==> src/rtl/pcm_tx_pkg.sv <==
package pcm_tx_pkg;
  localparam int SAMPLE_W_DEF = 16;
  localparam int DIV_W_DEF    = 8;
endpackage

==> src/rtl/pcm_bclk_gen.sv <==
module pcm_bclk_gen #(
  parameter int DIV_W = 8
) (
  input  logic             clk,
  input  logic             rst_n,
  input  logic             sclk_en,
  input  logic [DIV_W-1:0] div,
  output logic             bclk,
  output logic             rise
);
  logic [DIV_W-1:0] cnt;
  logic             hit;

  assign hit  = (cnt >= div);
  assign rise = sclk_en && hit && !bclk;

  always_ff @(posedge clk or negedge rst_n) begin
    if (!rst_n) begin
      cnt  <= '0;
      bclk <= 1'b0;
    end else if (!sclk_en) begin
      cnt  <= '0;
      bclk <= 1'b0;
    end else if (hit) begin
      cnt  <= '0;
      bclk <= ~bclk;
    end else begin
      cnt  <= cnt + 1'b1;
    end
  end

  // parked bit clock
  a_r8_bclk_parked: assert property (@(posedge clk) disable iff (!rst_n)
    !sclk_en |=> !bclk);
  // no toggle before the divider expires
  a_r1_div_hold: assert property (@(posedge clk) disable iff (!rst_n)
    (sclk_en && !hit) |=> $stable(bclk));
endmodule

==> src/rtl/pcm_slot_ctrl.sv <==
module pcm_slot_ctrl #(
  parameter int SAMPLE_W = 16
) (
  input  logic clk,
  input  logic rst_n,
  input  logic port_en,
  input  logic sclk_en,
  input  logic rise,
  input  logic s_valid,
  output logic slot_start,
  output logic fsync,
  output logic underrun
);
  localparam int CNT_W = (SAMPLE_W > 1) ? $clog2(SAMPLE_W) : 1;
  localparam logic [CNT_W-1:0] LAST = CNT_W'(SAMPLE_W - 1);

  logic [CNT_W-1:0] bitcnt;

  assign slot_start = port_en && rise && (bitcnt == '0);

  always_ff @(posedge clk or negedge rst_n) begin
    if (!rst_n) begin
      bitcnt   <= '0;
      fsync    <= 1'b0;
      underrun <= 1'b0;
    end else if (!port_en) begin
      bitcnt   <= '0;
      fsync    <= 1'b0;
      underrun <= 1'b0;
    end else if (!sclk_en) begin
      fsync    <= 1'b0;
    end else if (rise) begin
      fsync  <= (bitcnt == '0);
      bitcnt <= (bitcnt == LAST) ? '0 : bitcnt + 1'b1;
      if (bitcnt == '0) underrun <= !s_valid;
    end
  end

  // frame sync off while port disabled
  a_r6_fsync_off: assert property (@(posedge clk) disable iff (!rst_n)
    !port_en |=> !fsync);
  // frame sync parked with the clock
  a_r8_fsync_parked: assert property (@(posedge clk) disable iff (!rst_n)
    !sclk_en |=> !fsync);
  // each frame sync follows a pop opportunity
  a_r3_fsync_after_pop: assert property (@(posedge clk) disable iff (!rst_n)
    $rose(fsync) |-> $past(slot_start));
  // underrun only from an empty slot start
  a_r5_underrun_cause: assert property (@(posedge clk) disable iff (!rst_n)
    $rose(underrun) |-> $past(slot_start && !s_valid));
endmodule

==> src/rtl/pcm_shift_reg.sv <==
module pcm_shift_reg #(
  parameter int SAMPLE_W = 16
) (
  input  logic                clk,
  input  logic                rst_n,
  input  logic                port_en,
  input  logic                rise,
  input  logic                load,
  input  logic [SAMPLE_W-1:0] load_data,
  output logic                sdo
);
  logic [SAMPLE_W-1:0] shreg;

  always_ff @(posedge clk or negedge rst_n) begin
    if (!rst_n) begin
      shreg <= '0;
      sdo   <= 1'b0;
    end else if (!port_en) begin
      shreg <= '0;
      sdo   <= 1'b0;
    end else if (rise) begin
      sdo   <= shreg[SAMPLE_W-1];
      shreg <= load ? load_data : {shreg[SAMPLE_W-2:0], 1'b0};
    end
  end

  // data pin low while port disabled
  a_r6_sdo_low: assert property (@(posedge clk) disable iff (!rst_n)
    !port_en |=> !sdo);
  // data changes only on a bit-clock rise
  a_r4_sdo_hold: assert property (@(posedge clk) disable iff (!rst_n)
    (port_en && !rise) |=> $stable(sdo));
endmodule

==> src/rtl/pcm_tx_shifter.sv <==
module pcm_tx_shifter
  import pcm_tx_pkg::*;
#(
  parameter int DIV_W    = DIV_W_DEF,
  parameter int SAMPLE_W = SAMPLE_W_DEF
) (
  input  logic                clk,
  input  logic                rst_n,
  input  logic                port_en,
  input  logic                sclk_en,
  input  logic [DIV_W-1:0]    div,
  input  logic                s_valid,
  output logic                s_ready,
  input  logic [SAMPLE_W-1:0] s_data,
  output logic                bclk,
  output logic                fsync,
  output logic                sdo,
  output logic                underrun
);
  logic                rise;
  logic                slot_start;
  logic [SAMPLE_W-1:0] load_data;

  assign s_ready   = slot_start;
  assign load_data = s_valid ? s_data : '0;

  pcm_bclk_gen #(.DIV_W(DIV_W)) u_bclk (
    .clk(clk), .rst_n(rst_n), .sclk_en(sclk_en), .div(div),
    .bclk(bclk), .rise(rise)
  );

  pcm_slot_ctrl #(.SAMPLE_W(SAMPLE_W)) u_slot (
    .clk(clk), .rst_n(rst_n), .port_en(port_en), .sclk_en(sclk_en),
    .rise(rise), .s_valid(s_valid), .slot_start(slot_start),
    .fsync(fsync), .underrun(underrun)
  );

  pcm_shift_reg #(.SAMPLE_W(SAMPLE_W)) u_shift (
    .clk(clk), .rst_n(rst_n), .port_en(port_en), .rise(rise),
    .load(slot_start), .load_data(load_data), .sdo(sdo)
  );

  // no pop opportunity while either gate is closed
  a_r3_ready_gated: assert property (@(posedge clk) disable iff (!rst_n)
    s_ready |-> (port_en && sclk_en));
endmodule

==> config.mk <==
export PLATFORM = sky130hd
export DESIGN_NAME = pcm_tx_shifter
export DESIGN_NICKNAME = d
export VERILOG_FILES = /design/src/rtl/pcm_tx_pkg.sv /design/src/rtl/pcm_bclk_gen.sv /design/src/rtl/pcm_slot_ctrl.sv /design/src/rtl/pcm_shift_reg.sv /design/src/rtl/pcm_tx_shifter.sv
export SDC_FILE = /design/constraint.sdc
export NUM_CORES = 1
export LEC_CHECK = 0
export ABC_AREA = 1
export BUFFER_PORTS_ARGS = -buffer_cell sky130_fd_sc_hd__buf_2
export CORE_MARGIN = 2
export CORE_UTILIZATION = 45
export CTS_BUF_LIST = sky130_fd_sc_hd__clkbuf_16
export DETAILED_ROUTE_END_ITERATION = 8
export GPL_TIMING_DRIVEN = 0
export HOLD_SLACK_MARGIN = 0.1
export PLACE_DENSITY = 0.69
export SETUP_SLACK_MARGIN = 0.4
export SLEW_MARGIN = 30
export SYNTH_ARGS = -nofsm -noshare
export SYNTH_HDL_FRONTEND = slang
export SYNTH_HIERARCHICAL = 1
export SYNTH_SLANG_ARGS = --single-unit
export TNS_END_PERCENT = 5
==> constraint.sdc <==
create_clock -name clk -period 2.1 [get_ports clk]
set_input_delay 0 -clock clk [delete_from_list [all_inputs] [get_ports clk]]
set_output_delay 0 -clock clk [all_outputs]
set_load 0.05 [all_outputs]
### Yosys cells after proc, flatten, opt, wreduce, memory -nomap -nowiden

Cells that the tools add are included.

* register bits after elaboration: 32
* logic and storage cells: 47

* add/sub/neg operators: 2
* order comparisons: 1
* eq/ne operators: 6
* multiplexer cells: 21
* bitwise operators: 1
* reductions and logical operators: 9

Operator list (count)
* 16-bit two-way mux: 4
* 4-bit two-way mux: 4
* 8-bit two-way mux: 2
* 1-bit two-way mux: 11
* 8-bit by 1-bit adder with 8-bit output, second input constant: 1
* 8-bit >= comparator: 1
* 2-bit by 1-bit != test with 1-bit output, second input constant: 4
* 4-bit by 1-bit adder with 4-bit output, second input constant: 1
* 4-bit == test, second input constant: 1
* 1-bit logical AND: 4
* 4-bit zero test: 1
* 3-bit by 2-bit != test with 1-bit output, second input constant: 1
* 3-bit AND reduction: 1
* 1-bit zero test: 2
* 2-bit AND reduction: 1
* 1-bit NOT: 1

### Depth between registers and ports, before layout

Gate-level depths: netlist of run 1.

* word-level depth: 8
* mapped depth: 21
* depth with buffers taken out: 19

### By module

The synthesis of run 1 kept the hierarchy.

By module, submodules not included
* pcm_shift_reg: times used 1, cells an instance 123, area each 884.6 um^2
* pcm_bclk_gen: times used 1, cells an instance 75, area each 620.6 um^2
* pcm_slot_ctrl: times used 1, cells an instance 45, area each 360.3 um^2
* pcm_tx_shifter: times used 1, cells an instance 34, area each 163.9 um^2

### Least setup slack after synthesis of run 1

No wires, ideal clock.

* path type: flip-flop to flip-flop
* from: register u_bclk.cnt[0]
* to: register u_shift.shreg[1]
* setup time: 116 ps
* arrival time: 2325 ps
* data required time: 1984 ps
* setup slack: -342 ps
* cell stages (with the launch flop): 22
* clock period less this slack: 2442 ps
* cell sequence: dfrtp_1 -> inv_1 -> ha_1 -> inv_1 -> nand2_1 -> nand2_1 -> nand2_1 -> nand2_1 -> nand2_1 -> nand2_1 -> nand2_1 -> nand2_1 -> inv_1 -> nand4_1 -> inv_1 -> buf_6 -> inv_6 -> buf_8 -> nand2_1 -> nand2_1 -> nand2_1 -> nand2_1

* longest elaborated chain between the ends: 8

RTL lines
* start: declaration: RTL line pcm_bclk_gen.sv:11 `logic [DIV_W-1:0] cnt;`
* start signal: assignment: RTL line pcm_bclk_gen.sv:28 `cnt <= cnt + 1'b1;`
* 8-bit >= comparator: RTL line pcm_bclk_gen.sv:14 `assign hit = (cnt >= div);`
* 1-bit logical AND (2 in series): RTL line pcm_bclk_gen.sv:15 `assign rise = sclk_en && hit && !bclk;`
* net rise: RTL line pcm_tx_shifter.sv:20 `logic rise;`
* 1-bit logical AND (2 in series): RTL line pcm_slot_ctrl.sv:19 `assign slot_start = port_en && rise && (bitcnt == '0);`
* net s_ready: RTL line pcm_tx_shifter.sv:13 `output logic s_ready,`
* 16-bit two-way mux: RTL line pcm_shift_reg.sv:23 `shreg <= load ? load_data : {shreg[SAMPLE_W-2:0], 1'b0};`
* 16-bit two-way mux: RTL line pcm_shift_reg.sv:21 `end else if (rise) begin`
* 16-bit two-way mux: RTL line pcm_shift_reg.sv:18 `end else if (!port_en) begin`
* end signal: assignment: RTL line pcm_shift_reg.sv:23
* end: declaration: RTL line pcm_shift_reg.sv:12 `logic [SAMPLE_W-1:0] shreg;`

The timed path passes the listed nets, and every way through them passes these cells. The select of a mux whose other input is x is not followed.
A chain may end at the register's enable or synchronous reset.

### Worst setup path in the final report of run 1

* from: register u_bclk.cnt[0]
* to: register u_shift.shreg[8]

* longest elaborated chain between the ends: 8

RTL lines (RTL line)
* 8-bit >= comparator *: pcm_bclk_gen.sv:14
* 1-bit logical AND * (2 in series): pcm_bclk_gen.sv:15
* net rise: pcm_tx_shifter.sv:20
* 1-bit logical AND (2 in series): pcm_slot_ctrl.sv:19
* 16-bit two-way mux: pcm_shift_reg.sv:23
* 16-bit two-way mux: pcm_shift_reg.sv:21
* 16-bit two-way mux: pcm_shift_reg.sv:18

The timed path passes the listed nets; every way through them passes the cells marked *. The select of a mux whose other input is x is not followed.

==> load_flow_metrics.sql, run 1 <==
INSERT INTO impl_metrics (metric_group, metric, value, unit) VALUES
('layout', 'syn_to_final_growth', '28.48', '%'),
('placed_design', 'placed_cells_incl_taps', '362', ''),
('setup_path', 'cpMostUsedCell', 'sky130_fd_sc_hd__nand2_1', ''),
('detailed_routing', 'avgRoutedWirePerCell', '10.38', 'um'),
('power_and_ir_drop', 'powerDensity', '543.2', 'nW/um2'),
('synthesis', 'mappedNetlistArea', '2029', 'um2'),
('clock_network', 'number_of_clock_buffers_inserted_by_tritoncts', '5', ''),
('setup_path', 'worstPathCellList', 'inv_1, ha_1, inv_1, nand2_1, nand2_1, nand2_1, nand2_1, nand2_1, nand2_2, nand2_2, nand2_2, inv_2, nand4_1, clkinvlp_4, buf_6, inv_8, clkbuf_16, nand2_1, nand2_1, nand2_1, nand2_1', ''),
('synthesis', 'synth_fp_nets', '317', ''),
('layout', 'fin_cells', '386', ''),
('global_routing', 'antenna_found_initial', '0', ''),
('floorplanning', 'io_pins', '34', ''),
('floorplanning', 'die_height', '71.16', 'um'),
('setup_path', 'timing.critical_path.fanout_max', '7', ''),
('power_and_ir_drop', 'vdd_ir_drop_max', '337.9', 'uV'),
('timing', 'post-route-period-util', '1.011', ''),
('floorplanning', 'initial_cell_density_of_the_core', '0.4661', ''),
('synthesis', 'yosys.area.top_type_share', '0.3946', ''),
('clock_network', 'cts_tree', 'done', ''),
('synthesis', 'asyncSetResetFlopFracSynth', '1.000', ''),
('outcome', 'outcome', 'complete, but fails checks', ''),
('synthesis', 'synthMostInstantiatedCell', 'sky130_fd_sc_hd__nand2_1', ''),
('detailed_routing', 'drt-pass1-iter-count', '4', ''),
('clock_network', 'number_of_levels_in_the_clock_h_tree', '2', ''),
('min_path', 'hold_path_startpoint', 's_data[6]', ''),
('min_path', 'min_delay_path_depth', '7', ''),
('detailed_routing', 'routed-via-count', '1789', ''),
('layout', 'design.final.nets', '374', ''),
('synthesis', 'seq_area_frac_synth', '0.3946', ''),
('setup_path', 'cp_data_arrival_time', '2.28', 'ns'),
('clock_network', 'cts.path.max_buffers', '2', ''),
('placed_design', 'dp_hpwl', '2753', 'um'),
('layout', 'final-seq-area', '800.8', 'um2'),
('timing', 'finalHoldWorstSlack', '0.1134', 'ns'),
('setup_path', 'regToRegSetupSlack', '-0.02', 'ns'),
('synthesis', 'dominantRegCellSynth', 'sky130_fd_sc_hd__dfrtp_1', ''),
('min_path', 'hold_end', 'u_shift/shreg[6]', ''),
('detailed_routing', 'drtIter0Drc', '97', ''),
('layout', 'multi_input_area', '999.7', 'um2'),
('timing', 'final.setup_skew', '0.004954', 'ns'),
('setup_path', 'path_class', 'reg -> reg', ''),
('timing', 'achievable-frequency', '471.0', 'MHz'),
('job', 'drv_cap', '0', ''),
('layout', 'drive_gt1_frac', '0.2695', ''),
('synthesis', 'postSynthAreaPerCell', '7.327', 'um2'),
('setup_path', 'crit-reg2reg-launch', 'u_bclk/cnt[0]', ''),
('setup_path', 'ff2ff_path_depth', '21', ''),
('timing', 'grt_setup_unrepaired', 'true', ''),
('detailed_routing', 'vias_per_cell', '4.635', ''),
('global_routing', 'global_route_wire_length_before_repair', '7107', 'um'),
('clock_network', 'clk_latency', '0.27', 'ns'),
('timing', 'report.final.slew_viol_count', '0', ''),
('synthesis', 'synth_top_area_cell', 'sky130_fd_sc_hd__dfrtp_1', ''),
('setup_path', 'crit-reg2reg-capture', 'u_shift/shreg[8]', ''),
('setup_path', 'required_time_of_the_worst_setup_path', '2.26', 'ns'),
('synthesis', 'synth-warning-count', '6', ''),
('synthesis', 'synthDistinctLibCells', '28', ''),
('synthesis', 'netlist_top_cells_area', 'sky130_fd_sc_hd__dfrtp_1, sky130_fd_sc_hd__nand2_1, sky130_fd_sc_hd__inv_1', ''),
('detailed_routing', 'drtAntennaViolNets', '0', ''),
('clock_network', 'cts_num_sinks', '32', ''),
('setup_path', 'critical_path.max_stage_delay', '0.35', 'ns'),
('synthesis', 'syn_inst', '277', ''),
('setup_path', 'critical_path.startpoint_type', 'flip-flop', ''),
('timing', 'report.final.setup_viol', '10', ''),
('layout', 'filler_cell_count', '410', ''),
('floorplanning', 'die_width', '71.16', 'um'),
('global_routing', 'first_global_vias', '1688', ''),
('floorplanning', 'die-area', '5063', 'um2'),
('timing', 'final_critical_path_setup_slack', '-0.02316', 'ns'),
('outcome', 'violated_checks', 'setup timing', ''),
('placed_design', 'numPortBuffers', '33', '');
layout by cell type, fill, tap and decap left out, types with 2 or more instances in the layout:
master / synthesis / routed
sky130_fd_sc_hd__nand4_1: 5 / 5
sky130_fd_sc_hd__dfrtp_1: 32 / 32
sky130_fd_sc_hd__buf_2: 0 / 32
sky130_fd_sc_hd__o21ai_0: 2 / 2
sky130_fd_sc_hd__nor2_2: 3 / 4
sky130_fd_sc_hd__clkbuf_16: 0 / 6
sky130_fd_sc_hd__inv_2: 1 / 2
sky130_fd_sc_hd__nand2_4: 0 / 2
sky130_fd_sc_hd__inv_1: 41 / 39
sky130_fd_sc_hd__ha_1: 11 / 11
sky130_fd_sc_hd__nor2_1: 13 / 12
sky130_fd_sc_hd__buf_4: 1 / 12
sky130_fd_sc_hd__clkinv_1: 0 / 2
sky130_fd_sc_hd__dlygate4sd3_1: 0 / 5
sky130_fd_sc_hd__nand2_2: 8 / 16
sky130_fd_sc_hd__a21oi_1: 3 / 3
sky130_fd_sc_hd__nand2_1: 126 / 116
sky130_fd_sc_hd__nand3_1: 7 / 7
sky130_fd_sc_hd__nand3_2: 2 / 2
sky130_fd_sc_hd__xor2_1: 5 / 5
sky130_fd_sc_hd__buf_6: 5 / 6
cells by family (layout without fill, tap and decap cells):
family | after synthesis | after routing | share of synthesized area
fa+ha+maj | 11 | 11 | 0.06782
buf+inv | 52 | 109 | 0.1332
xor+xnor | 6 | 6 | 0.02589
simple gates | 167 | 167 | 0.3514
flops | 32 | 32 | 0.3946
compound gates | 9 | 9 | 0.02713
critical path, delay by kind of cell (launching register included):
kind	cells	cell delay (ns)
and+or+nand+nor	13	0.80
adders and majority gates	1	0.26
DFF	1	0.35
buffers and inverters	7	0.61
how the worst max path moves through the flow:
stage	from	endpoint	slack [ns]
after floorplan	u_bclk/cnt[0]	u_shift/shreg[1]	-0.21
after global placement	u_bclk/cnt[0]	u_shift/shreg[8]	-0.25
after detailed placement	u_bclk/cnt[0]	u_shift/shreg[7]	-0.27
after CTS	u_bclk/cnt[0]	u_shift/shreg[2]	-0.04
after global routing	u_bclk/cnt[0]	u_shift/shreg[7]	-0.24
final	u_bclk/cnt[0]	u_shift/shreg[8]	-0.02
state kept, by name, summed over array words and instances, names as in the netlist:
signal,flops
u_bclk/bclk,1
u_bclk/cnt,8
u_shift/sdo,1
u_shift/shreg,16
u_slot/bitcnt,4
u_slot/fsync,1
u_slot/underrun,1
per-layer routing:
layer  vias up  global-route usage  part of all wire
met5         -                   0                 0
li1        945                   -                 -
met1       812              0.2306              0.47
met3         2             0.04274             0.035
met4         0             0.05031            0.0057
met2        30              0.2829              0.49
power breakdown:
group / switching (mW) / leakage, nW / internal [mW]
sequential: 0.00570 / 0.445 / 0.624
combinational: 0.0756 / 1.06 / 0.0648
clock: 0.225 / 0.0648 / 0.422
total: 0.306 / 1.57 / 1.11
final cells by class:
class,instances,area share
flip-flops and latches,32,0.3071
clock inverters,2,0.002879
inverters,44,0.06958
repair buffers,50,0.1262
well taps,52,0.02495
clock buffers,5,0.04798
multi-input cells,193,0.3834
plain buffers,8,0.03791
metrics by stage:
stage | power, mW | utilization | area [um2] | setup WS (ns)
after floorplan | 0.7106 | - | 2036 | -0.2065
after global placement | 0.7637 | 0.5204 | 2266 | -0.2530
after detailed placement | 0.7671 | 0.5204 | 2266 | -0.2662
after CTS | 1.440 | 0.5793 | 2522 | -0.04335
after global routing | 1.491 | 0.5989 | 2608 | -0.2389
final | 1.416 | 0.5989 | 2608 | -0.02316
timing repair:
item	CTS	global route
hold endpoints to repair	37	0
setup endpoints to repair	24	24
resized for setup	4	13
pin swaps	5	14
hold buffers	5	0
setup buffers	8	3
gates cloned	0	1
Power figures use the tool's default switching activity.
==> inputs of run 2 (changes only) <==
--- a/config.mk
+++ b/config.mk
@@ -13,7 +13,7 @@
 export DETAILED_ROUTE_END_ITERATION = 8
 export GPL_TIMING_DRIVEN = 0
 export HOLD_SLACK_MARGIN = 0.1
-export PLACE_DENSITY = 0.69
+export PLACE_DENSITY = 0.66
 export SETUP_SLACK_MARGIN = 0.4
 export SLEW_MARGIN = 30
 export SYNTH_ARGS = -nofsm -noshare
==> constraint.sdc (replaced) <==
create_clock -name clk -period 2.7 [get_ports clk]
set_input_delay 0 -clock clk [delete_from_list [all_inputs] [get_ports clk]]
set_output_delay 0 -clock clk [all_outputs]
set_load 0.05 [all_outputs]
==> run 2 against run 1 <==
Against the previous run:
- clock power fell by 17%
- maximum frequency is 2.3% lower
- final area fell by 1.7%
- the run now ends clean
==> load_flow_metrics.sql, run 2 (synthesis results as in run 1) <==
INSERT INTO impl_metrics (metric_group, metric, value, unit) VALUES
('detailed_routing', 'drt-pass1-iter-count', '4', ''),
('layout', 'largest_register_ffs', '16', ''),
('timing', 'post-route-period-util', '0.8047', ''),
('layout', 'design.final.nets', '372', ''),
('layout', 'commonest_cells_after_routing_fill_and_taps_aside', 'sky130_fd_sc_hd__nand2_1, sky130_fd_sc_hd__inv_1, sky130_fd_sc_hd__buf_2', ''),
('setup_path', 'path_class', 'reg -> reg', ''),
('power_and_ir_drop', 'total_switching_power', '262.4', 'uW'),
('setup_path', 'critical_path.startpoint_type', 'flip-flop', ''),
('job', 'drv_cap', '0', ''),
('floorplanning', 'die-area', '5063', 'um2'),
('global_routing', 'met2_usage', '0.2860', ''),
('clock_network', 'root_buffer', 'sky130_fd_sc_hd__clkbuf_16', ''),
('detailed_routing', 'drtAntennaViolNets', '0', ''),
('floorplanning', 'initial_cell_density_of_the_core', '0.4661', ''),
('setup_path', 'cp_data_arrival_time', '2.34', 'ns'),
('placed_design', 'dp_hpwl', '2787', 'um'),
('layout', 'final_common_cell', 'sky130_fd_sc_hd__nand2_1', ''),
('power_and_ir_drop', 'power_frac_clock', '0.472', ''),
('power_and_ir_drop', 'vdd_ir_drop_max', '291.6', 'uV'),
('layout', 'diodes', '0', ''),
('min_path', 'hold_path_startpoint', 's_data[10]', ''),
('power_and_ir_drop', 'sw_frac', '0.2319', ''),
('power_and_ir_drop', 'p_int', '869.1', 'uW'),
('floorplanning', 'core-area', '4354', 'um2'),
('timing', 'report.final.slew_viol_count', '0', ''),
('global_routing', 'highest_utilization_routing_layer_at_the_global_route_stage', 'met2', ''),
('floorplanning', 'io_pins', '34', ''),
('global_routing', 'grt.total_usage', '0.1838', ''),
('global_routing', 'global_route.overflow_total', '0', ''),
('detailed_routing', 'remaining_drc_errors', '0', ''),
('global_routing', 'grt_use_met3', '0.05556', ''),
('setup_path', 'crit-reg2reg-launch', 'u_bclk/cnt[5]', ''),
('clock_network', 'cts_num_sinks', '32', ''),
('power_and_ir_drop', 'seqPwrFrac', '0.432', ''),
('timing', 'timing_worst_slew_pin_value', '0.7514', 'ns'),
('placed_design', 'numPortBuffers', '33', ''),
('timing', 'relSlewSlack', '0.4991', ''),
('min_path', 'holdCritPathClass', 'in -> reg', ''),
('power_and_ir_drop', 'powerDensity', '441.3', 'nW/um2'),
('layout', 'multi_input_area', '969.7', 'um2'),
('clock_network', 'clkSlewWorstSetupHoldPaths', '0.05', 'ns'),
('setup_path', 'required_time_of_the_worst_setup_path', '2.87', 'ns'),
('timing', 'timing_hold_violations_final', '0', ''),
('detailed_routing', 'avgRoutedWirePerCell', '10.72', 'um'),
('timing', 'setup_total_negative_slack', '0', 'ns'),
('detailed_routing', 'drtIter0Drc', '111', ''),
('layout', 'finalCoreUtilization', '0.5888', ''),
('power_and_ir_drop', 'power_leakage', '1.558', 'nW'),
('outcome', 'outcome', 'finished clean', ''),
('layout', 'registers.top_by_ff_count', 'u_shift/shreg', ''),
('layout', 'fin_cells', '385', ''),
('floorplanning', 'num_rows', '24', ''),
('setup_path', 'timing.critical_path.to_type', 'flip-flop', ''),
('clock_network', 'number_of_clock_buffers_inserted_by_tritoncts', '5', ''),
('layout', 'drive_gt1_frac', '0.2432', ''),
('timing', 'period_minus_slack', '2.173', 'ns'),
('layout', 'reg.largest.list', 'u_shift/shreg x16, u_bclk/cnt x8, u_slot/bitcnt x4', ''),
('global_routing', 'global_route_wire_length_before_repair', '7265', 'um'),
('layout', 'syn_to_final_growth', '26.33', '%'),
('timing', 'final.setup_skew', '0.003316', 'ns'),
('detailed_routing', 'vias_per_cell', '4.553', ''),
('placed_design', 'gp_routability_congestion', '0.7840', ''),
('clock_network', 'clk_latency', '0.28', 'ns'),
('floorplanning', 'die_height', '71.16', 'um'),
('timing', 'grt_setup_unrepaired', 'true', ''),
('global_routing', 'antenna_found_initial', '0', ''),
('timing', 'report.final.setup_viol', '0', ''),
('layout', 'final-seq-area', '800.8', 'um2'),
('global_routing', 'first_global_vias', '1665', ''),
('power_and_ir_drop', 'combPwrFrac', '0.096', ''),
('timing', 'achievable-frequency', '460.3', 'MHz'),
('setup_path', 'timing.critical_path.fanout_max', '7', ''),
('clock_network', 'cts_tree', 'done', ''),
('clock_network', 'number_of_levels_in_the_clock_h_tree', '2', ''),
('global_routing', 'gr-usage-met1', '0.2416', ''),
('power_and_ir_drop', 'power', '1.131', 'mW'),
('placed_design', 'placed_cells_incl_taps', '362', ''),
('layout', 'filler_cell_count', '421', ''),
('detailed_routing', 'routed-via-count', '1753', ''),
('global_routing', 'maximum_number_of_pins_on_one_net_before_global_route_repair', '33', ''),
('floorplanning', 'die_width', '71.16', 'um'),
('setup_path', 'cp-startpoint', 'u_bclk/cnt[5]', ''),
('detailed_routing', 'totalWireLength', '4127', 'um'),
('clock_network', 'cts.path.max_buffers', '2', '');
run 2: path summary, 6_finish.rpt:
kind	to	slack, ns	cells after the start
setup reg to reg	u_shift/shreg[7]	0.53	15
max in group asynchronous	u_bclk/cnt[1]	1.89	2
setup / recovery	u_shift/shreg[7]	0.53	15
hold reg to reg	u_shift/shreg[1]	0.48	2
hold / removal	u_shift/shreg[10]	0.1	7
min in group asynchronous	u_shift/shreg[9]	0.33	2
run 2: per-stage QoR:
step           hold WS [ns]  worst slack [ns]  cell area [um2]
6_report            0.09767            0.5273             2564
5_1_grt              0.1442            0.3238             2564
4_1_cts              0.1007            0.4254             2490
3_5_place_dp         0.1068            0.3078             2266
3_3_place_gp         0.1058            0.3300             2266
2_1_floorplan       -0.2956            0.3935             2036
run 2: cell type report:
| class | instances | share of cell area |
|---|---|---|
| Buffer | 8 | 0.03856 |
| Clock buffer | 5 | 0.04880 |
| Clock inverter | 3 | 0.005368 |
| Inverter | 44 | 0.06930 |
| Multi-Input combinational cell | 193 | 0.3782 |
| Sequential cell | 32 | 0.3123 |
| Tap cell | 52 | 0.02538 |
| Timing Repair Buffer | 48 | 0.1220 |
run 2: what timing repair did:
| item | 4_1_cts | 5_1_grt |
|---|---|---|
| setup endpoints to repair | 11 | 17 |
| hold endpoints to repair | 47 | 0 |
| setup buffers | 2 | 5 |
| pin swaps | 1 | 6 |
| hold buffers | 7 | 0 |
| gates cloned | 0 | 1 |
| resized for setup | 0 | 5 |
run 2: metal layers:
layer  vias to the layer above  wire [um]
li1                        937          -
met2                        26       1898
met4                         0         63
met3                         5        154
met1                       785       2011
met5                         -          0
run 2: power by group through the flow:
stage / combinational (mW) / clock (mW) / sequential, mW
floorplan: 0.0546 / 0 / 0.498
CTS: 0.109 / 0.550 / 0.489
detailed placement: 0.0988 / 0 / 0.498
global placement: 0.0965 / 0 / 0.498
global route: 0.127 / 0.571 / 0.489
finish: 0.109 / 0.534 / 0.489
run 2: worst max-delay path, cell delays in order (launching register included):
cell	delay, ns
sky130_fd_sc_hd__dfrtp_1	0.42
sky130_fd_sc_hd__ha_1	0.32
sky130_fd_sc_hd__a21oi_1	0.06
sky130_fd_sc_hd__o21a_2	0.24
sky130_fd_sc_hd__nand2_2	0.08
sky130_fd_sc_hd__nand2_2	0.05
sky130_fd_sc_hd__inv_2	0.08
sky130_fd_sc_hd__nand4_1	0.16
sky130_fd_sc_hd__clkinvlp_4	0.13
sky130_fd_sc_hd__buf_6	0.13
sky130_fd_sc_hd__inv_8	0.05
sky130_fd_sc_hd__clkbuf_16	0.14
sky130_fd_sc_hd__nand2_1	0.05
sky130_fd_sc_hd__nand2_1	0.04
sky130_fd_sc_hd__nand2_1	0.05
sky130_fd_sc_hd__nand2_1	0.05
==> inputs of run 3 (changes only) <==
==> constraint.sdc (replaced) <==
create_clock -name clk -period 2.2 [get_ports clk]
set_input_delay 0 -clock clk [delete_from_list [all_inputs] [get_ports clk]]
set_output_delay 0 -clock clk [all_outputs]
set_load 0.05 [all_outputs]
==> run 3 against run 2 <==
Against the previous run:
- routed wire length grew 3.1%
- global-route usage grew 0.39 points
- largest power group unchanged
- sequential power up 23%
- worst hold slack worse by 0.0012 ns
- clock power is 23% higher
- die area did not move
- critical path type unchanged
- worst setup slack worse by 0.47 ns
- sequential share of layout area down 0.15 points
- largest cell class unchanged
==> load_flow_metrics.sql, run 3 (synthesis results as in run 1) <==
INSERT INTO impl_metrics (metric_group, metric, value, unit) VALUES
('timing', 'achievable-frequency', '467.3', 'MHz'),
('setup_path', 'critical_path_buf_inv_count', '7', ''),
('clock_network', 'number_of_levels_in_the_clock_h_tree', '2', ''),
('floorplanning', 'num_rows', '24', ''),
('setup_path', 'critical_path.startpoint_type', 'flip-flop', ''),
('floorplanning', 'core-area', '4354', 'um2'),
('setup_path', 'worstPathCellList', 'inv_1, ha_1, inv_1, nand2_1, nand2_1, nand2_1, nand2_1, nand2_1, nand2_2, nand2_2, nand2_2, inv_2, nand4_1, clkinvlp_4, buf_6, inv_6, clkbuf_16, nand2_1, nand2_1, nand2_1, nand2_1', ''),
('clock_network', 'cts_tree', 'done', ''),
('setup_path', 'required_time_of_the_worst_setup_path', '2.37', 'ns'),
('timing', 'timing_worst_slew_pin_value', '0.7618', 'ns'),
('floorplanning', 'initial_cell_density_of_the_core', '0.4661', ''),
('clock_network', 'clkSlewWorstSetupHoldPaths', '0.05', 'ns'),
('detailed_routing', 'avgRoutedWirePerCell', '11.02', 'um'),
('layout', 'largest_register_ffs', '16', ''),
('detailed_routing', 'drtIter0Drc', '104', ''),
('setup_path', 'top_delay_family_on_crit_path', 'simple AND/OR/NAND/NOR gates', ''),
('global_routing', 'first_global_vias', '1699', ''),
('global_routing', 'global_route.overflow_total', '0', ''),
('floorplanning', 'die_height', '71.16', 'um'),
('setup_path', 'path_class', 'reg -> reg', ''),
('timing', 'final.setup_skew', '0.003217', 'ns'),
('layout', 'registers.top_by_ff_count', 'u_shift/shreg', ''),
('timing', 'period_minus_slack', '2.140', 'ns'),
('placed_design', 'gp_routability_congestion', '0.7840', ''),
('layout', 'commonest_cells_after_routing_fill_and_taps_aside', 'sky130_fd_sc_hd__nand2_1, sky130_fd_sc_hd__inv_1, sky130_fd_sc_hd__buf_2', ''),
('clock_network', 'cts_num_sinks', '32', ''),
('timing', 'report.final.slew_viol_count', '0', ''),
('layout', 'reg.largest.list', 'u_shift/shreg x16, u_bclk/cnt x8, u_slot/bitcnt x4', ''),
('global_routing', 'antenna_found_initial', '0', ''),
('setup_path', 'timing.critical_path.fanout_max', '7', ''),
('power_and_ir_drop', 'powerDensity', '541.3', 'nW/um2'),
('detailed_routing', 'drt-pass1-iter-count', '4', ''),
('timing', 'finalHoldWorstSlack', '0.09651', 'ns'),
('placed_design', 'numPortBuffers', '33', ''),
('layout', 'drive_gt1_frac', '0.2515', ''),
('global_routing', 'global_route_wire_length_before_repair', '7424', 'um'),
('timing', 'report.final.setup_viol', '0', ''),
('floorplanning', 'io_pins', '34', ''),
('layout', 'syn_to_final_growth', '26.94', '%'),
('clock_network', 'root_buffer', 'sky130_fd_sc_hd__clkbuf_16', ''),
('clock_network', 'cts.path.max_buffers', '2', ''),
('global_routing', 'grt.total_usage', '0.1877', ''),
('job', 'drv_cap', '0', ''),
('layout', 'diodes', '0', ''),
('floorplanning', 'die-area', '5063', 'um2'),
('detailed_routing', 'totalWireLength', '4253', 'um'),
('placed_design', 'detailedPlace.worstSlack', '-0.1922', 'ns'),
('timing', 'grt_setup_unrepaired', 'true', ''),
('min_path', 'holdCritPathClass', 'in -> reg', ''),
('detailed_routing', 'remaining_drc_errors', '0', ''),
('setup_path', 'critical_path.max_stage_delay', '0.36', 'ns'),
('layout', 'final_common_cell', 'sky130_fd_sc_hd__nand2_1', ''),
('detailed_routing', 'drtAntennaViolNets', '0', ''),
('power_and_ir_drop', 'power_leakage', '1.564', 'nW'),
('global_routing', 'maximum_number_of_pins_on_one_net_before_global_route_repair', '33', ''),
('timing', 'final_critical_path_setup_slack', '0.06005', 'ns'),
('power_and_ir_drop', 'vdd_ir_drop_max', '360.0', 'uV'),
('clock_network', 'clk_latency', '0.28', 'ns'),
('floorplanning', 'die_width', '71.16', 'um'),
('layout', 'design.final.nets', '373', ''),
('detailed_routing', 'vias_per_cell', '4.635', ''),
('setup_path', 'cpMostUsedCell', 'sky130_fd_sc_hd__nand2_1', ''),
('timing', 'timing_hold_violations_final', '0', ''),
('layout', 'filler_cell_count', '421', ''),
('placed_design', 'dp_hpwl', '2787', 'um'),
('setup_path', 'cp_data_arrival_time', '2.31', 'ns'),
('detailed_routing', 'routed-via-count', '1789', ''),
('timing', 'post-route-period-util', '0.9727', ''),
('timing', 'relSlewSlack', '0.4921', ''),
('outcome', 'outcome', 'finished clean', ''),
('setup_path', 'timing.critical_path.to_type', 'flip-flop', ''),
('clock_network', 'number_of_clock_buffers_inserted_by_tritoncts', '5', ''),
('setup_path', 'cpMaxStageDelayCell', 'sky130_fd_sc_hd__dfrtp_1', '');
[run 3: timing repair]
action / CTS / global route
gates cloned: 0 / 1
hold buffers: 7 / 0
gates resized for setup: 1 / 7
endpoints found under the setup margin: 24 / 24
pin swaps: 2 / 6
endpoints found under the hold margin: 47 / 0
buffers inserted: 7 / 1
[run 3: per-layer routing]
| metal | wire length, um | GRT usage | vias up | part of all wire |
|---|---|---|---|---|
| met1 | 2052 | 0.2452 | 820 | 0.48 |
| met5 | 0 | 0 | - | 0 |
| met2 | 2004 | 0.2953 | 23 | 0.47 |
| met4 | 62 | 0.06918 | 0 | 0.015 |
| li1 | - | - | 940 | - |
| met3 | 133 | 0.05556 | 6 | 0.031 |
[run 3: worst min-delay path, stage by stage]
cell and delay [ns]:
sky130_fd_sc_hd__buf_2 0.07, sky130_fd_sc_hd__nand2_1 0.04, sky130_fd_sc_hd__inv_1 0.04, sky130_fd_sc_hd__nand2_1 0.04, sky130_fd_sc_hd__nand2_1 0.05, sky130_fd_sc_hd__nand2_1 0.04, sky130_fd_sc_hd__nand2_1 0.05
[run 3: worst paths after layout]
check,startpoint,endpoint,slack [ns],depth (start not counted)
worst min register to register,u_shift/shreg[1],u_shift/shreg[1],0.48,2
max in group asynchronous,rst_n,u_bclk/cnt[1],1.38,2
worst max-delay path,u_bclk/cnt[0],u_shift/shreg[3],0.06,21
worst min-delay path,s_data[10],u_shift/shreg[10],0.1,7
worst max register to register,u_bclk/cnt[0],u_shift/shreg[3],0.06,21
min in group asynchronous,rst_n,u_shift/shreg[9],0.34,2
[run 3: per-stage QoR]
stage,utilization,TNS (ns),cells,power [mW],cell area (um2)
final,0.5917,0,386,1.394,2576
after global routing,0.5917,-1.680,386,1.459,2576
after CTS,0.5807,0,384,1.410,2529
after detailed placement,0.5204,-2.054,362,0.7326,2266
after global placement,0.5204,-1.725,362,0.7297,2266
after floorplan,-,-1.093,277,0.6783,2036
[run 3: cell type report]
| type | count | area, um2 | area share |
|---|---|---|---|
| sequential | 32 | 800.8 | 0.3108 |
| buffer | 8 | 98.84 | 0.03837 |
| clock buffer | 5 | 125.1 | 0.04857 |
| multi-input combinational | 193 | 975.9 | 0.3788 |
| tap | 52 | 65.06 | 0.02525 |
| clock inverter | 3 | 13.76 | 0.005342 |
| inverter | 44 | 176.4 | 0.06848 |
| timing repair buffer | 49 | 320.3 | 0.1243 |
[run 3: where the power goes]
group	switching [mW]	internal (mW)	total, mW
combinational	0.0726	0.0638	0.136
sequential	0.00552	0.595	0.600
clock	0.248	0.410	0.658
